[src/rtl/page_split_pkg.sv]
package page_split_pkg;

  typedef enum logic [1:0] {
    ST_IDLE  = 2'd0,
    ST_ISSUE = 2'd1,
    ST_WAIT  = 2'd2,
    ST_DONE  = 2'd3
  } split_state_e;

endpackage

[src/rtl/page_split_len.sv]
// Chunk length: min(remaining, bytes left in current page).
module page_split_len #(
  parameter int PAGE_BYTES = 16,
  parameter int CNT_W      = 12,
  localparam int OFS_W     = $clog2(PAGE_BYTES),
  localparam int LEN_W     = OFS_W + 1
) (
  input  logic [OFS_W-1:0] page_ofs,
  input  logic [CNT_W-1:0] remain,
  output logic [LEN_W-1:0] len
);

  logic [LEN_W-1:0] room;

  always_comb begin
    room = LEN_W'(PAGE_BYTES) - {1'b0, page_ofs};
    if (remain < CNT_W'(room)) begin
      len = remain[LEN_W-1:0];
    end else begin
      len = room;
    end
  end

endmodule

[src/rtl/page_split_range.sv]
// Rejects requests running past the end of memory.
module page_split_range #(
  parameter int ADDR_W    = 11,
  parameter int CNT_W     = 12,
  parameter int MEM_BYTES = 2048,
  localparam int SUM_W    = ((ADDR_W > CNT_W) ? ADDR_W : CNT_W) + 1
) (
  input  logic [ADDR_W-1:0] addr,
  input  logic [CNT_W-1:0]  count,
  output logic              out_of_range
);

  logic [SUM_W-1:0] end_excl;

  always_comb begin
    end_excl     = SUM_W'(addr) + SUM_W'(count);
    out_of_range = end_excl > SUM_W'(MEM_BYTES);
  end

endmodule

[src/rtl/page_split_fill.sv]
// Data path: host bytes for writes, fill value for erases.
module page_split_fill #(
  parameter int                DATA_W = 8,
  parameter logic [DATA_W-1:0] FILL   = '1
) (
  input  logic              erase_mode,
  input  logic              seq_byte_rd,
  input  logic [DATA_W-1:0] host_byte,
  output logic [DATA_W-1:0] seq_byte,
  output logic              host_byte_rd
);

  always_comb begin
    if (erase_mode) begin
      seq_byte     = FILL;
      host_byte_rd = 1'b0;
    end else begin
      seq_byte     = host_byte;
      host_byte_rd = seq_byte_rd;
    end
  end

endmodule

[src/rtl/page_split_ctrl.sv]
// Request sequencing: accept, issue chunks one at a time, finish.
module page_split_ctrl
  import page_split_pkg::*;
#(
  parameter int ADDR_W = 11,
  parameter int CNT_W  = 12,
  parameter int LEN_W  = 5
) (
  input  logic              clk,
  input  logic              rst_n,
  input  logic              req_valid,
  input  logic [ADDR_W-1:0] req_addr,
  input  logic [CNT_W-1:0]  req_count,
  input  logic              req_erase,
  input  logic              range_bad,
  input  logic [LEN_W-1:0]  calc_len,
  input  logic              chunk_ready,
  input  logic              seq_done,
  input  logic              seq_err,
  output logic              req_ready,
  output logic              busy,
  output logic              done,
  output logic              err,
  output logic              chunk_valid,
  output logic [ADDR_W-1:0] cur_addr,
  output logic [CNT_W-1:0]  cur_remain,
  output logic              erase_mode
);

  split_state_e      state_q, state_d;
  logic [ADDR_W-1:0] addr_q, addr_d;
  logic [CNT_W-1:0]  remain_q, remain_d;
  logic [LEN_W-1:0]  len_q, len_d;
  logic              erase_q, erase_d;
  logic              err_q, err_d;
  logic              ctx_en, len_en, err_en;

  always_comb begin
    state_d  = state_q;
    addr_d   = addr_q;
    remain_d = remain_q;
    len_d    = len_q;
    erase_d  = erase_q;
    err_d    = err_q;
    ctx_en   = 1'b0;
    len_en   = 1'b0;
    err_en   = 1'b0;
    unique case (state_q)
      ST_IDLE: begin
        if (req_valid) begin
          ctx_en   = 1'b1;
          err_en   = 1'b1;
          addr_d   = req_addr;
          remain_d = req_count;
          erase_d  = req_erase;
          if (req_count == '0) begin
            err_d   = 1'b0;
            state_d = ST_DONE;
          end else if (range_bad) begin
            err_d   = 1'b1;
            state_d = ST_DONE;
          end else begin
            err_d   = 1'b0;
            state_d = ST_ISSUE;
          end
        end
      end
      ST_ISSUE: begin
        if (chunk_ready) begin
          len_en  = 1'b1;
          len_d   = calc_len;
          state_d = ST_WAIT;
        end
      end
      ST_WAIT: begin
        if (seq_done) begin
          if (seq_err) begin
            err_en  = 1'b1;
            err_d   = 1'b1;
            state_d = ST_DONE;
          end else begin
            ctx_en   = 1'b1;
            addr_d   = addr_q + ADDR_W'(len_q);
            remain_d = remain_q - CNT_W'(len_q);
            if (remain_q == CNT_W'(len_q)) begin
              state_d = ST_DONE;
            end else begin
              state_d = ST_ISSUE;
            end
          end
        end
      end
      ST_DONE: begin
        state_d = ST_IDLE;
      end
      default: begin
        state_d = ST_IDLE;
      end
    endcase
  end

  always_ff @(posedge clk or negedge rst_n) begin
    if (!rst_n) begin
      state_q <= ST_IDLE;
    end else begin
      state_q <= state_d;
    end
  end

  always_ff @(posedge clk or negedge rst_n) begin
    if (!rst_n) begin
      addr_q   <= '0;
      remain_q <= '0;
      erase_q  <= 1'b0;
    end else if (ctx_en) begin
      addr_q   <= addr_d;
      remain_q <= remain_d;
      erase_q  <= erase_d;
    end
  end

  always_ff @(posedge clk or negedge rst_n) begin
    if (!rst_n) begin
      len_q <= '0;
    end else if (len_en) begin
      len_q <= len_d;
    end
  end

  always_ff @(posedge clk or negedge rst_n) begin
    if (!rst_n) begin
      err_q <= 1'b0;
    end else if (err_en) begin
      err_q <= err_d;
    end
  end

  assign req_ready   = (state_q == ST_IDLE);
  assign busy        = (state_q != ST_IDLE);
  assign done        = (state_q == ST_DONE);
  assign err         = err_q;
  assign chunk_valid = (state_q == ST_ISSUE);
  assign cur_addr    = addr_q;
  assign cur_remain  = remain_q;
  assign erase_mode  = erase_q;

endmodule

[src/rtl/page_split_top.sv]
module page_split_top #(
  parameter int                ADDR_W     = 11,
  parameter int                CNT_W      = 12,
  parameter int                MEM_BYTES  = 2048,
  parameter int                PAGE_BYTES = 16,
  parameter int                DATA_W     = 8,
  parameter logic [DATA_W-1:0] FILL       = '1,
  localparam int               OFS_W      = $clog2(PAGE_BYTES),
  localparam int               LEN_W      = OFS_W + 1
) (
  input  logic              clk,
  input  logic              rst_n,
  input  logic              req_valid,
  output logic              req_ready,
  input  logic [ADDR_W-1:0] req_addr,
  input  logic [CNT_W-1:0]  req_count,
  input  logic              req_erase,
  output logic              busy,
  output logic              done,
  output logic              err,
  output logic              chunk_valid,
  input  logic              chunk_ready,
  output logic [ADDR_W-1:0] chunk_addr,
  output logic [LEN_W-1:0]  chunk_len,
  output logic              chunk_erase,
  input  logic              seq_done,
  input  logic              seq_err,
  input  logic              seq_byte_rd,
  output logic [DATA_W-1:0] seq_byte,
  output logic              host_byte_rd,
  input  logic [DATA_W-1:0] host_byte
);

  logic              range_bad;
  logic [ADDR_W-1:0] cur_addr;
  logic [CNT_W-1:0]  cur_remain;
  logic [LEN_W-1:0]  calc_len;
  logic              erase_mode;

  page_split_range #(
    .ADDR_W   (ADDR_W),
    .CNT_W    (CNT_W),
    .MEM_BYTES(MEM_BYTES)
  ) range_i (
    .addr        (req_addr),
    .count       (req_count),
    .out_of_range(range_bad)
  );

  page_split_len #(
    .PAGE_BYTES(PAGE_BYTES),
    .CNT_W     (CNT_W)
  ) len_i (
    .page_ofs(cur_addr[OFS_W-1:0]),
    .remain  (cur_remain),
    .len     (calc_len)
  );

  page_split_ctrl #(
    .ADDR_W(ADDR_W),
    .CNT_W (CNT_W),
    .LEN_W (LEN_W)
  ) ctrl_i (
    .clk        (clk),
    .rst_n      (rst_n),
    .req_valid  (req_valid),
    .req_addr   (req_addr),
    .req_count  (req_count),
    .req_erase  (req_erase),
    .range_bad  (range_bad),
    .calc_len   (calc_len),
    .chunk_ready(chunk_ready),
    .seq_done   (seq_done),
    .seq_err    (seq_err),
    .req_ready  (req_ready),
    .busy       (busy),
    .done       (done),
    .err        (err),
    .chunk_valid(chunk_valid),
    .cur_addr   (cur_addr),
    .cur_remain (cur_remain),
    .erase_mode (erase_mode)
  );

  page_split_fill #(
    .DATA_W(DATA_W),
    .FILL  (FILL)
  ) fill_i (
    .erase_mode  (erase_mode),
    .seq_byte_rd (seq_byte_rd),
    .host_byte   (host_byte),
    .seq_byte    (seq_byte),
    .host_byte_rd(host_byte_rd)
  );

  assign chunk_addr  = cur_addr;
  assign chunk_len   = calc_len;
  assign chunk_erase = erase_mode;

endmodule

[config.mk]
export PLATFORM = sky130hd
export DESIGN_NAME = page_split_top
export DESIGN_NICKNAME = d
export VERILOG_FILES = /design/src/rtl/page_split_pkg.sv /design/src/rtl/page_split_len.sv /design/src/rtl/page_split_range.sv /design/src/rtl/page_split_fill.sv /design/src/rtl/page_split_ctrl.sv /design/src/rtl/page_split_top.sv
export SDC_FILE = /design/constraint.sdc
export NUM_CORES = 1
export LEC_CHECK = 0
export CAP_MARGIN = 20
export CORE_MARGIN = 5
export CORE_UTILIZATION = 32
export CTS_CLUSTER_DIAMETER = 40
export CTS_CLUSTER_SIZE = 16
export DETAILED_ROUTE_END_ITERATION = 8
export DONT_BUFFER_PORTS = 1
export PLACE_DENSITY = 0.55
export SLEW_MARGIN = 30
export SYNTH_ARGS = -nofsm -noshare
export SYNTH_HDL_FRONTEND = slang
export SYNTH_HIERARCHICAL = 1
export SYNTH_SLANG_ARGS = --single-unit
[constraint.sdc]
create_clock -name clk -period 3.28 [get_ports clk]
set_clock_uncertainty 0.05 [all_clocks]
set_input_delay 0.82 -clock clk [delete_from_list [all_inputs] [get_ports clk]]
set_output_delay 0.82 -clock clk [all_outputs]
set_load 0.02 [all_outputs]
==> results of run 1 <==
[final timing paths]
path	slack, ns	depth (start not counted)	end	startpoint
max	0.02	7	chunk_len[1]	ctrl_i/cur_addr[2]
min	0.17	0	ctrl_i/cur_addr[6]	rst_n
max reg2reg	0.65	9	ctrl_i/cur_addr[10]	ctrl_i/cur_addr[0]
min reg2reg	0.53	2	ctrl_i/cur_remain[0]	ctrl_i/cur_remain[0]
max in group asynchronous	2.93	0	ctrl_i/state_q[0]	rst_n
min in group clk	0.53	2	ctrl_i/cur_remain[0]	ctrl_i/cur_remain[0]
[cell families (layout without fill, tap and decap cells)]
group | Yosys count | after routing | synth area share (%)
AND/OR/NAND/NOR | 132 | 132 | 21.4
AO/OA/AOI/OAI | 122 | 122 | 27.3
buffers and inverters | 36 | 44 | 6.15
flip-flops | 32 | 32 | 25.6
adder cells (fa/ha/maj) | 29 | 29 | 12.3
multiplexers | 14 | 14 | 5.07
XOR/XNOR | 8 | 8 | 2.24
[area by class of cell]
class	count	share of cell area, %
clock buffers	6	2.11
clock inverters	1	0.145
inverters	23	2.51
multi-input cells	305	63.7
flip-flops and latches	32	23.3
well taps	133	4.83
repair buffers	14	3.38
[critical path, stage by stage, from the launching register on]
cell and delay [ns]:
dfrtp_2 0.52, xor2_2 0.22, ha_1 0.34, a21oi_2 0.16
o21ai_2 0.09, a31oi_4 0.30, buf_6 0.14, mux2_4 0.33
[metal layers]
| metal | vias up | GRT usage, % | share of wire [%] |
|---|---|---|---|
| met3 | 8 | 5.21 | 7.9 |
| met2 | 64 | 25.8 | 47 |
| met5 | - | 0 | 0 |
| met4 | 0 | 3.61 | 1.0 |
| li1 | 1399 | - | - |
| met1 | 1370 | 20.4 | 44 |
[registers in the layout, summed over array words and instances, names as in the netlist]
signal	cells
ctrl_i/cur_remain	12
ctrl_i/erase_mode	1
ctrl_i/len_q	5
ctrl_i/cur_addr	11
ctrl_i/err	1
ctrl_i/state_q	2
[cells in the final DEF (no fill, tap or decap), types with 3 or more instances in the layout]
| master | netlist | final |
|---|---|---|
| ha_1 | 26 | 25 |
| o22ai_1 | 6 | 6 |
| clkbuf_8 | 4 | 5 |
| nand2_1 | 39 | 38 |
| and3_1 | 3 | 3 |
| a21oi_2 | 3 | 4 |
| nand2b_1 | 4 | 4 |
| a21o_1 | 5 | 5 |
| nor2_1 | 33 | 32 |
| xnor2_1 | 4 | 4 |
| a211oi_1 | 8 | 8 |
| nor3_1 | 8 | 7 |
| buf_6 | 2 | 3 |
| o211ai_1 | 3 | 3 |
| inv_1 | 23 | 21 |
| buf_4 | 0 | 11 |
| a22oi_1 | 3 | 3 |
| o21ai_0 | 21 | 21 |
| nor4_1 | 5 | 5 |
| fa_1 | 3 | 3 |
| o21a_1 | 4 | 4 |
| a31oi_1 | 9 | 9 |
| dfrtp_1 | 32 | 31 |
| a211o_1 | 5 | 5 |
| nand3_1 | 5 | 5 |
| mux2i_1 | 5 | 5 |
| a21oi_1 | 25 | 24 |
| nor2b_1 | 8 | 7 |
| or2_1 | 8 | 8 |
| a2bb2oi_1 | 5 | 5 |
| o21ai_2 | 2 | 3 |
| mux2_2 | 7 | 7 |
| nand3b_1 | 3 | 3 |
[metrics by stage]
stage / instances / hold slack (ns) / util [%]
finish: 514 / 0.168 / 35.7
detailed placement: 504 / 0.476 / 34.0
global route: 514 / 0.153 / 35.7
global placement: 504 / 0.476 / 34.0
CTS: 514 / 0.160 / 35.0
floorplan: 373 / 0.455 / -
[power by group]
| part | internal (W) | leakage (nW) | switching (W) |
|---|---|---|---|
| combinational | 0.000884 | 0.992 | 0.00125 |
| sequential | 0.000591 | 0.370 | 0.000360 |
| clock | 0.000144 | 0.0410 | 0.000154 |
| total | 0.00162 | 1.40 | 0.00177 |
[repair_timing]
action | in CTS | in global routing
setup buffers | 3 | 0
endpoints found under the setup margin | 2 | 5
resized for setup | 0 | 16
pin swaps | 1 | 7
==> results_dict.tcl, run 1 <==
set metrics [dict create \
    multi_input_comb_area_um2 2190 \
    power_w 0.00339 \
    cts_inserted_buffers 5 \
    synth_common_cells "39 x nand2_1, 33 x nor2_1, 32 x dfrtp_1, 26 x ha_1, 25 x a21oi_1" \
    track_usage_pct 15.9 \
    wire_per_inst_um 18.1 \
    grt_pass1_wl_um 14700 \
    yosysUniqueCellTypes 69 \
    initial_core_util_pct 32.5 \
    crit_path_max_fanout 6 \
    ff_latch_area_um2 802 \
    drive_gt1_share_pct 15.7 \
    synth_ff_type "dfrtp_1" \
    diodes 0 \
    outcome "finished clean" \
    yosys.area.top_type "dfrtp_1" \
    synthArstFlopShare_pct 100 \
    htreeDepth 2 \
    synth_edf_count 0 \
    setup_ws_ns 0.0214 \
    dr.pass1.iters 4 \
    clkTransAtPathRegs_ns 0.07 \
    fillers 1056 \
    nNetsFinal 449 \
    drv_slew 0 \
    postRouteAntennaNets 0 \
    drv_cap 0 \
    final_area_um2 3440 \
    path_class "flop to primary output" \
    syn_area_um2 3130 \
    start_kind "flop" \
    die_area_um2 11900 \
    gp_congestion 0.907 \
    yosysWarnings 6 \
    yosysTopAreaCellShare_pct 25.6 \
    root_buffer "clkbuf_8" \
    io_buffers 0 \
    hpwl_um 7290 \
    leakagePower_nw 1.40 \
    die_height_um 109 \
    slew_headroom_pct 45.6 \
    core_area_um2 9640 \
    wl_um 9300 \
    drc 0 \
    dpl_worst_slack_ns -0.0582 \
    rows 36 \
    via_per_inst 5.53 \
    synth_most_common_cell "nand2_1" \
    chipWidth_um 109 \
    rsz0062_at_grt "yes" \
    synthCells 373 \
    area_growth_syn_to_layout_pct 9.86 \
    setup_violations 0 \
    grt_max_degree 33 \
    drt-initial-drc-count 126 \
    worstMarginPinSlew_ns 0.814 \
    hold_buffers 0 \
    fmax_mhz 307 \
    vias 2841 \
    grt_pass1_vias 2772 \
    min_period_over_period_pct 99.3 \
    tns_ns 0 \
    ys_seq_area_share_pct 25.6 \
    synth-seq-cells 32 \
    cp.required_ns 2.41 \
    antenna_found_initial 0 \
    synthTopCellsByArea "dfrtp_1 26%, ha_1 10%, nand2_1 4.7%" \
    endpoint_kind "primary output" \
    syn-num-nets 441 \
    io_pins 70 \
    hold_viol 0 \
    numClockSinks 32 \
    overflow 0 \
    dpl_cell_area_um2 3280 \
    power.density_nw_per_um2 984 \
    synth.avg_cell_area_um2 8.40 \
    min_period_ns 3.26 \
    clock_path_buffers 2 \
    crit_arrival_ns 2.39 \
    hold_class "primary input to async pin" \
    ir_drop_v 0.000252 \
    insertion_delay_ns 0.29 \
    cts_tree "done" \
]
No activity file was read; power rests on OpenSTA's default activity.
==> inputs of run 2 (changes only) <==
--- a/config.mk
+++ b/config.mk
@@ -5,6 +5,7 @@
 export SDC_FILE = /design/constraint.sdc
 export NUM_CORES = 1
 export LEC_CHECK = 0
+export ABC_AREA = 1
 export CAP_MARGIN = 20
 export CORE_MARGIN = 5
 export CORE_UTILIZATION = 32
==> run 2 against run 1 <==
Net effect:
- sequential cell count stayed put
- routed wire length increased by 10%
- critical path depth increased by 3
- die area rose by 13%
- hold slack improved by 0.0051 ns
- critical endpoint is now chunk_len[2]
- non-clock buffer count decreased by 12
- final area rose by 10%
- global-route usage decreased by 0.16 points
- clock-buffer cell count fell by 1
- synthesized area rose by 14%
- fmax grew 5.0%
- largest power group unchanged
- critical path type unchanged
- highest routed layer unchanged
- setup slack better by 0.15 ns
==> results_dict.tcl, run 2 <==
set metrics [dict create \
    cp.required_ns 2.41 \
    synth-seq-cells 32 \
    wire_per_inst_um 13.9 \
    cpMostUsedCell "nand3_1" \
    synthArstFlopShare_pct 100 \
    via_per_inst 4.83 \
    r2r_slack_ns 0.89 \
    cp_top_family "simple AND/OR/NAND/NOR gates" \
    wl_um 10200 \
    rr_startpoint "ctrl_i/cur_addr[2]" \
    outcome "finished clean" \
    fin_util_pct 34.9 \
    fillers 1210 \
    drt-initial-drc-count 296 \
    postCtsSetupBuffers 0 \
    root_buffer "clkbuf_8" \
    synth_common_cells "207 x nand2_1, 96 x inv_1, 62 x nor2_1, 57 x nand3_1, 32 x dfrtp_1" \
    gp_congestion 0.879 \
    layout_common_cells "207 x nand2_1, 96 x inv_1, 62 x nor2_1, 57 x nand3_1, 31 x dfrtp_1" \
    synth.avg_cell_area_um2 6.02 \
    critPathBufInv 2 \
    hold_buffers 0 \
    io_pins 70 \
    cts_tree "done" \
    yosysUniqueCellTypes 34 \
    final_area_um2 3790 \
    synthTopCellsByArea "dfrtp_1 22%, nand2_1 22%, inv_1 10%" \
    chipWidth_um 116 \
    power.density_nw_per_um2 985 \
    yosysTopAreaCellShare_pct 22.3 \
    yosysWarnings 6 \
    ir_drop_v 0.000437 \
    fmax_mhz 322 \
    slowest_delay_ns 0.56 \
    io_buffers 0 \
    nNetsFinal 663 \
    postRouteAntennaNets 0 \
    min_period_over_period_pct 94.6 \
    r2r_end "ctrl_i/len_q[0]" \
    drc 0 \
    drive_gt1_share_pct 8.05 \
    cp_slowest_cell "dfrtp_1" \
    crit_path_max_fanout 6 \
    syn_area_um2 3580 \
    hpwl_um 8500 \
    r2r_cells 12 \
    grt_pass1_wl_um 17000 \
    ff_latch_area_um2 802 \
    syn-num-nets 663 \
    tns_ns 0 \
    area_growth_syn_to_layout_pct 5.86 \
    core_area_um2 10900 \
    slew_headroom_pct 64.8 \
    synth_ff_type "dfrtp_1" \
    synth_edf_count 0 \
    initial_core_util_pct 32.9 \
    grt_pass1_vias 3507 \
    rsz0062_at_grt "no" \
    hold_viol 0 \
    antenna_found_initial 0 \
    path_cells "inv_2 > nand3_1 > xor2_2 > inv_1 > ha_1 > a21oi_1 > nand2_2 > nand2_4 > nand3_1 > nand2_1" \
    hold_class "primary input to async pin" \
    dpl_cell_area_um2 3710 \
    cts_inserted_buffers 5 \
    setup_violations 0 \
    path_class "flop to primary output" \
    synthCells 595 \
    multi_input_comb_area_um2 2320 \
    htreeDepth 2 \
    clkTransAtPathRegs_ns 0.07 \
    grt_max_degree 39 \
    ys_seq_area_share_pct 22.3 \
    insertion_delay_ns 0.28 \
    drv_slew 0 \
    synth_most_common_cell "nand2_1" \
    overflow 0 \
    die_height_um 116 \
    diodes 0 \
    leakagePower_nw 2.11 \
    largest_reg_flops 12 \
    start_kind "flop" \
    numClockSinks 32 \
    power_w 0.00374 \
    final_common_cell "nand2_1" \
    min_period_ns 3.10 \
    worstMarginPinSlew_ns 0.525 \
    vias 3558 \
    drv_cap 0 \
    dr.pass1.iters 4 \
    rows 38 \
    die_area_um2 13400 \
    clock_path_buffers 2 \
    track_usage_pct 15.7 \
    yosys.area.top_type "dfrtp_1" \
    crit_arrival_ns 2.23 \
    endpoint_kind "primary output" \
]
[run 2: cell type report]
cell class | instances | share of cell area [%]
clock buffer | 5 | 1.81
clock inverter | 3 | 0.495
inverter | 105 | 10.5
multi-input combinational | 449 | 61.1
sequential | 32 | 21.1
tap | 140 | 4.62
timing repair buffer | 2 | 0.396
[run 2: cells by family (layout without fill, tap and decap cells)]
| family | count (synthesis) | count (layout) | synth area share, % |
|---|---|---|---|
| AO/OA/AOI/OAI | 55 | 55 | 9.21 |
| multiplexers | 1 | 1 | 0.314 |
| flip-flops | 32 | 32 | 22.3 |
| adder cells (fa/ha/maj) | 29 | 29 | 10.8 |
| AND/OR/NAND/NOR | 358 | 358 | 42.7 |
| XOR/XNOR | 6 | 6 | 1.68 |
| buffers and inverters | 114 | 115 | 13.0 |
[run 2: timing repair]
action | 4_1_cts | 5_1_grt
hold endpoints to repair | 0 | 0
gates resized for setup | 0 | 1
endpoints found under the setup margin | 0 | 5
[run 2: stage by stage]
stage / instances / hold slack (ns) / setup slack [ns]
2_1_floorplan: 595 / 0.443 / 0.560
3_3_place_gp: 728 / 0.467 / 0.459
3_5_place_dp: 728 / 0.474 / 0.402
4_1_cts: 736 / 0.157 / 0.0737
5_1_grt: 736 / 0.148 / 0.00462
6_report: 736 / 0.173 / 0.176
[run 2: how the worst max path moves through the flow]
stage / endpoint / slack, ns / start / depth (start not counted)
finish: chunk_len[2] / 0.18 / ctrl_i/cur_addr[2] / 10
global route: chunk_len[4] / 0.005 / ctrl_i/cur_addr[2] / 11
CTS: chunk_len[2] / 0.07 / ctrl_i/cur_addr[1] / 13
detailed placement: chunk_len[2] / 0.40 / ctrl_i/cur_addr[1] / 13
global placement: ctrl_i/state_q[1] / 0.46 / req_addr[0] / 15
floorplan: chunk_len[0] / 0.56 / ctrl_i/cur_addr[0] / 13
[run 2: worst register-to-register path, delay by kind of cell, from the launching register on]
kind | cells | cell delay [ns]
xor gates and xnor gates | 1 | 0.17
muxes | 1 | 0.31
AOI/OAI and AO/OA | 1 | 0.20
buffers and inverters | 2 | 0.12
and+or+nand+nor | 6 | 0.59
DFF | 1 | 0.56
adders and majority gates | 1 | 0.28
[run 2: report_power, final]
| group | internal (W) | switching [W] | total (W) | leakage (nW) |
|---|---|---|---|---|
| combinational | 0.000837 | 0.00166 | 0.00249 | 1.69 |
| clock | 0.000148 | 0.000157 | 0.000305 | 0.0479 |
| sequential | 0.000592 | 0.000349 | 0.000941 | 0.373 |
[run 2: per-layer routing]
metal / routed length, µm / vias to the layer above / global-route usage, %
li1: - / 1854 / -
met1: 4640 / 1618 / 20.6
met2: 4890 / 74 / 26.6
met3: 547 / 12 / 2.87
met4: 153 / 0 / 4.18
met5: 0 / - / 0
==> inputs of run 3 (changes only) <==
--- a/config.mk
+++ b/config.mk
@@ -5,7 +5,6 @@
 export SDC_FILE = /design/constraint.sdc
 export NUM_CORES = 1
 export LEC_CHECK = 0
-export ABC_AREA = 1
 export CAP_MARGIN = 20
 export CORE_MARGIN = 5
 export CORE_UTILIZATION = 32
==> constraint.sdc (replaced) <==
create_clock -name clk -period 3.29 [get_ports clk]
set_clock_uncertainty 0.05 [all_clocks]
set_input_delay 0.8225 -clock clk [delete_from_list [all_inputs] [get_ports clk]]
set_output_delay 0.8225 -clock clk [all_outputs]
set_load 0.02 [all_outputs]
==> run 3 against run 2 <==
Net effect:
- setup slack got worse by 0.10 ns
- critical endpoint is now chunk_len[3]
- critical path type unchanged
- clock power up 9.8%
- non-clock buffer count increased by 8
==> results_dict.tcl, run 3 (synthesis gave the netlist of run 1 again) <==
set metrics [dict create \
    min_period_over_period_pct 97.8 \
    die_height_um 109 \
    nNetsFinal 445 \
    cp.required_ns 2.42 \
    dr.pass1.iters 4 \
    area_growth_syn_to_layout_pct 8.55 \
    power.density_nw_per_um2 995 \
    wire_per_inst_um 18.2 \
    grt_pass1_wl_um 14800 \
    start_kind "flop" \
    worstMarginPinSlew_ns 0.846 \
    outcome "finished clean" \
    via_per_inst 5.51 \
    clkTransAtPathRegs_ns 0.08 \
    path_cells "xor2_2 > ha_1 > a21oi_2 > o21ai_2 > a31oi_4 > mux2i_1 > buf_4" \
    crit_path_max_fanout 6 \
    htreeDepth 2 \
    cts_tree "done" \
    postCtsSetupBuffers 0 \
    dr_wl_met3_um 719 \
    fillers 1027 \
    cp_slowest_cell "dfrtp_2" \
    core_area_um2 9640 \
    drv_slew 0 \
    chipWidth_um 109 \
    wl_met2_um 4400 \
    initial_core_util_pct 32.5 \
    slowest_delay_ns 0.51 \
    grt_pass1_vias 2768 \
    clock_path_buffers 2 \
    die_area_um2 11900 \
    largest_reg_flops 12 \
    drc 0 \
    drv_cap 0 \
    top_layer "met4" \
    gp_congestion 0.942 \
    drt-initial-drc-count 172 \
    crit_arrival_ns 2.34 \
    postRouteAntennaNets 0 \
    hpwl_um 7380 \
    cts_inserted_buffers 5 \
    io_pins 70 \
    rows 36 \
    vias 2816 \
    slew_headroom_pct 43.5 \
    hold_class "primary input to async pin" \
    setup_ws_ns 0.0735 \
    insertion_delay_ns 0.29 \
    setup_violations 0 \
    ir_drop_v 0.000255 \
    dpl_worst_slack_ns -0.0569 \
    rsz0062_at_grt "yes" \
    grt_max_degree 33 \
    antenna_found_initial 0 \
    layout_common_cells "39 x nand2_1, 32 x nor2_1, 31 x dfrtp_1, 25 x ha_1, 24 x a21oi_1" \
    leakagePower_nw 1.38 \
    root_buffer "clkbuf_8" \
    overflow 0 \
    final_common_cell "nand2_1" \
    min_period_ns 3.22 \
    diodes 0 \
    track_usage_pct 16.0 \
    drive_gt1_share_pct 14.6 \
    endpoint_kind "primary output" \
    io_buffers 0 \
    hold_viol 0 \
    wl_um 9280 \
    tns_ns 0 \
    fmax_mhz 311 \
    path_class "flop to primary output" \
    drt-met1-wl_um 4030 \
    numClockSinks 32 \
]
[run 3: cell count changes in the layout (fill, tap and decap cells not counted), moves of 7 or more]
cell and delta:
o21ai_0 +7, a211oi_1 +8, buf_4 +8, nand2_1 -168, nand3_1 -52, or2_1 +8, nor3_1 +7, nor2_1 -30
inv_1 -75, nor2b_1 +7
[run 3: path summary, 6_finish.rpt]
check | from | end | slack [ns] | cells after the start
min in group clk | ctrl_i/cur_remain[2] | ctrl_i/cur_remain[2] | 0.52 | 2
max in group asynchronous | rst_n | ctrl_i/cur_remain[10] | 2.93 | 0
worst min-delay path | rst_n | ctrl_i/state_q[0] | 0.17 | 0
worst min register to register | ctrl_i/cur_remain[2] | ctrl_i/cur_remain[2] | 0.52 | 2
worst max register to register | ctrl_i/cur_addr[0] | ctrl_i/cur_addr[10] | 0.73 | 9
worst max-delay path | ctrl_i/cur_addr[2] | chunk_len[3] | 0.07 | 7
[run 3: repair_timing]
action	CTS	global route
setup endpoints to repair	2	5
pin swaps	2	7
hold buffers	0	0
resized for setup	3	7
[run 3: where the power goes]
part / switching [W] / internal (W)
combinational: 0.00124 / 0.000870
clock: 0.000165 / 0.000170
sequential: 0.000351 / 0.000589
[run 3: cell type report]
cell class / instances / area (µm²) / area share [%]
Clock buffer: 7 / 86.3 / 2.54
Clock inverter: 1 / 7.51 / 0.221
Inverter: 23 / 86.3 / 2.54
Multi-Input combinational cell: 305 / 2180 / 64.0
Sequential cell: 32 / 802 / 23.6
Tap cell: 133 / 166 / 4.89
Timing Repair Buffer: 10 / 75.1 / 2.21
[run 3: critical path, delay by kind of cell (launching register included)]
kind                       cells  cell delay (ns)
adders and majority gates      1             0.33
muxes                          1             0.27
buffers and inverters          1             0.18
AOI/OAI and AO/OA              3             0.53
xor gates and xnor gates       1             0.22
DFF                            1             0.51
[run 3: metal layers]
layer / vias to the layer above / global-route usage, %
li1: 1385 / -
met1: 1361 / 21.3
met2: 60 / 25.5
met3: 10 / 4.50
met4: 0 / 3.88
met5: - / 0
[run 3: metrics by stage]
step	cell area [µm²]	util, %	hold slack, ns	total power, W	instances
after global routing	3400	35.3	0.153	0.00372	511
after floorplan	3130	-	0.455	0.00256	373
after detailed placement	3270	33.9	0.479	0.00300	503
final	3400	35.3	0.166	0.00339	511
after global placement	3270	33.9	0.478	0.00295	503
after CTS	3380	35.0	0.159	0.00336	511
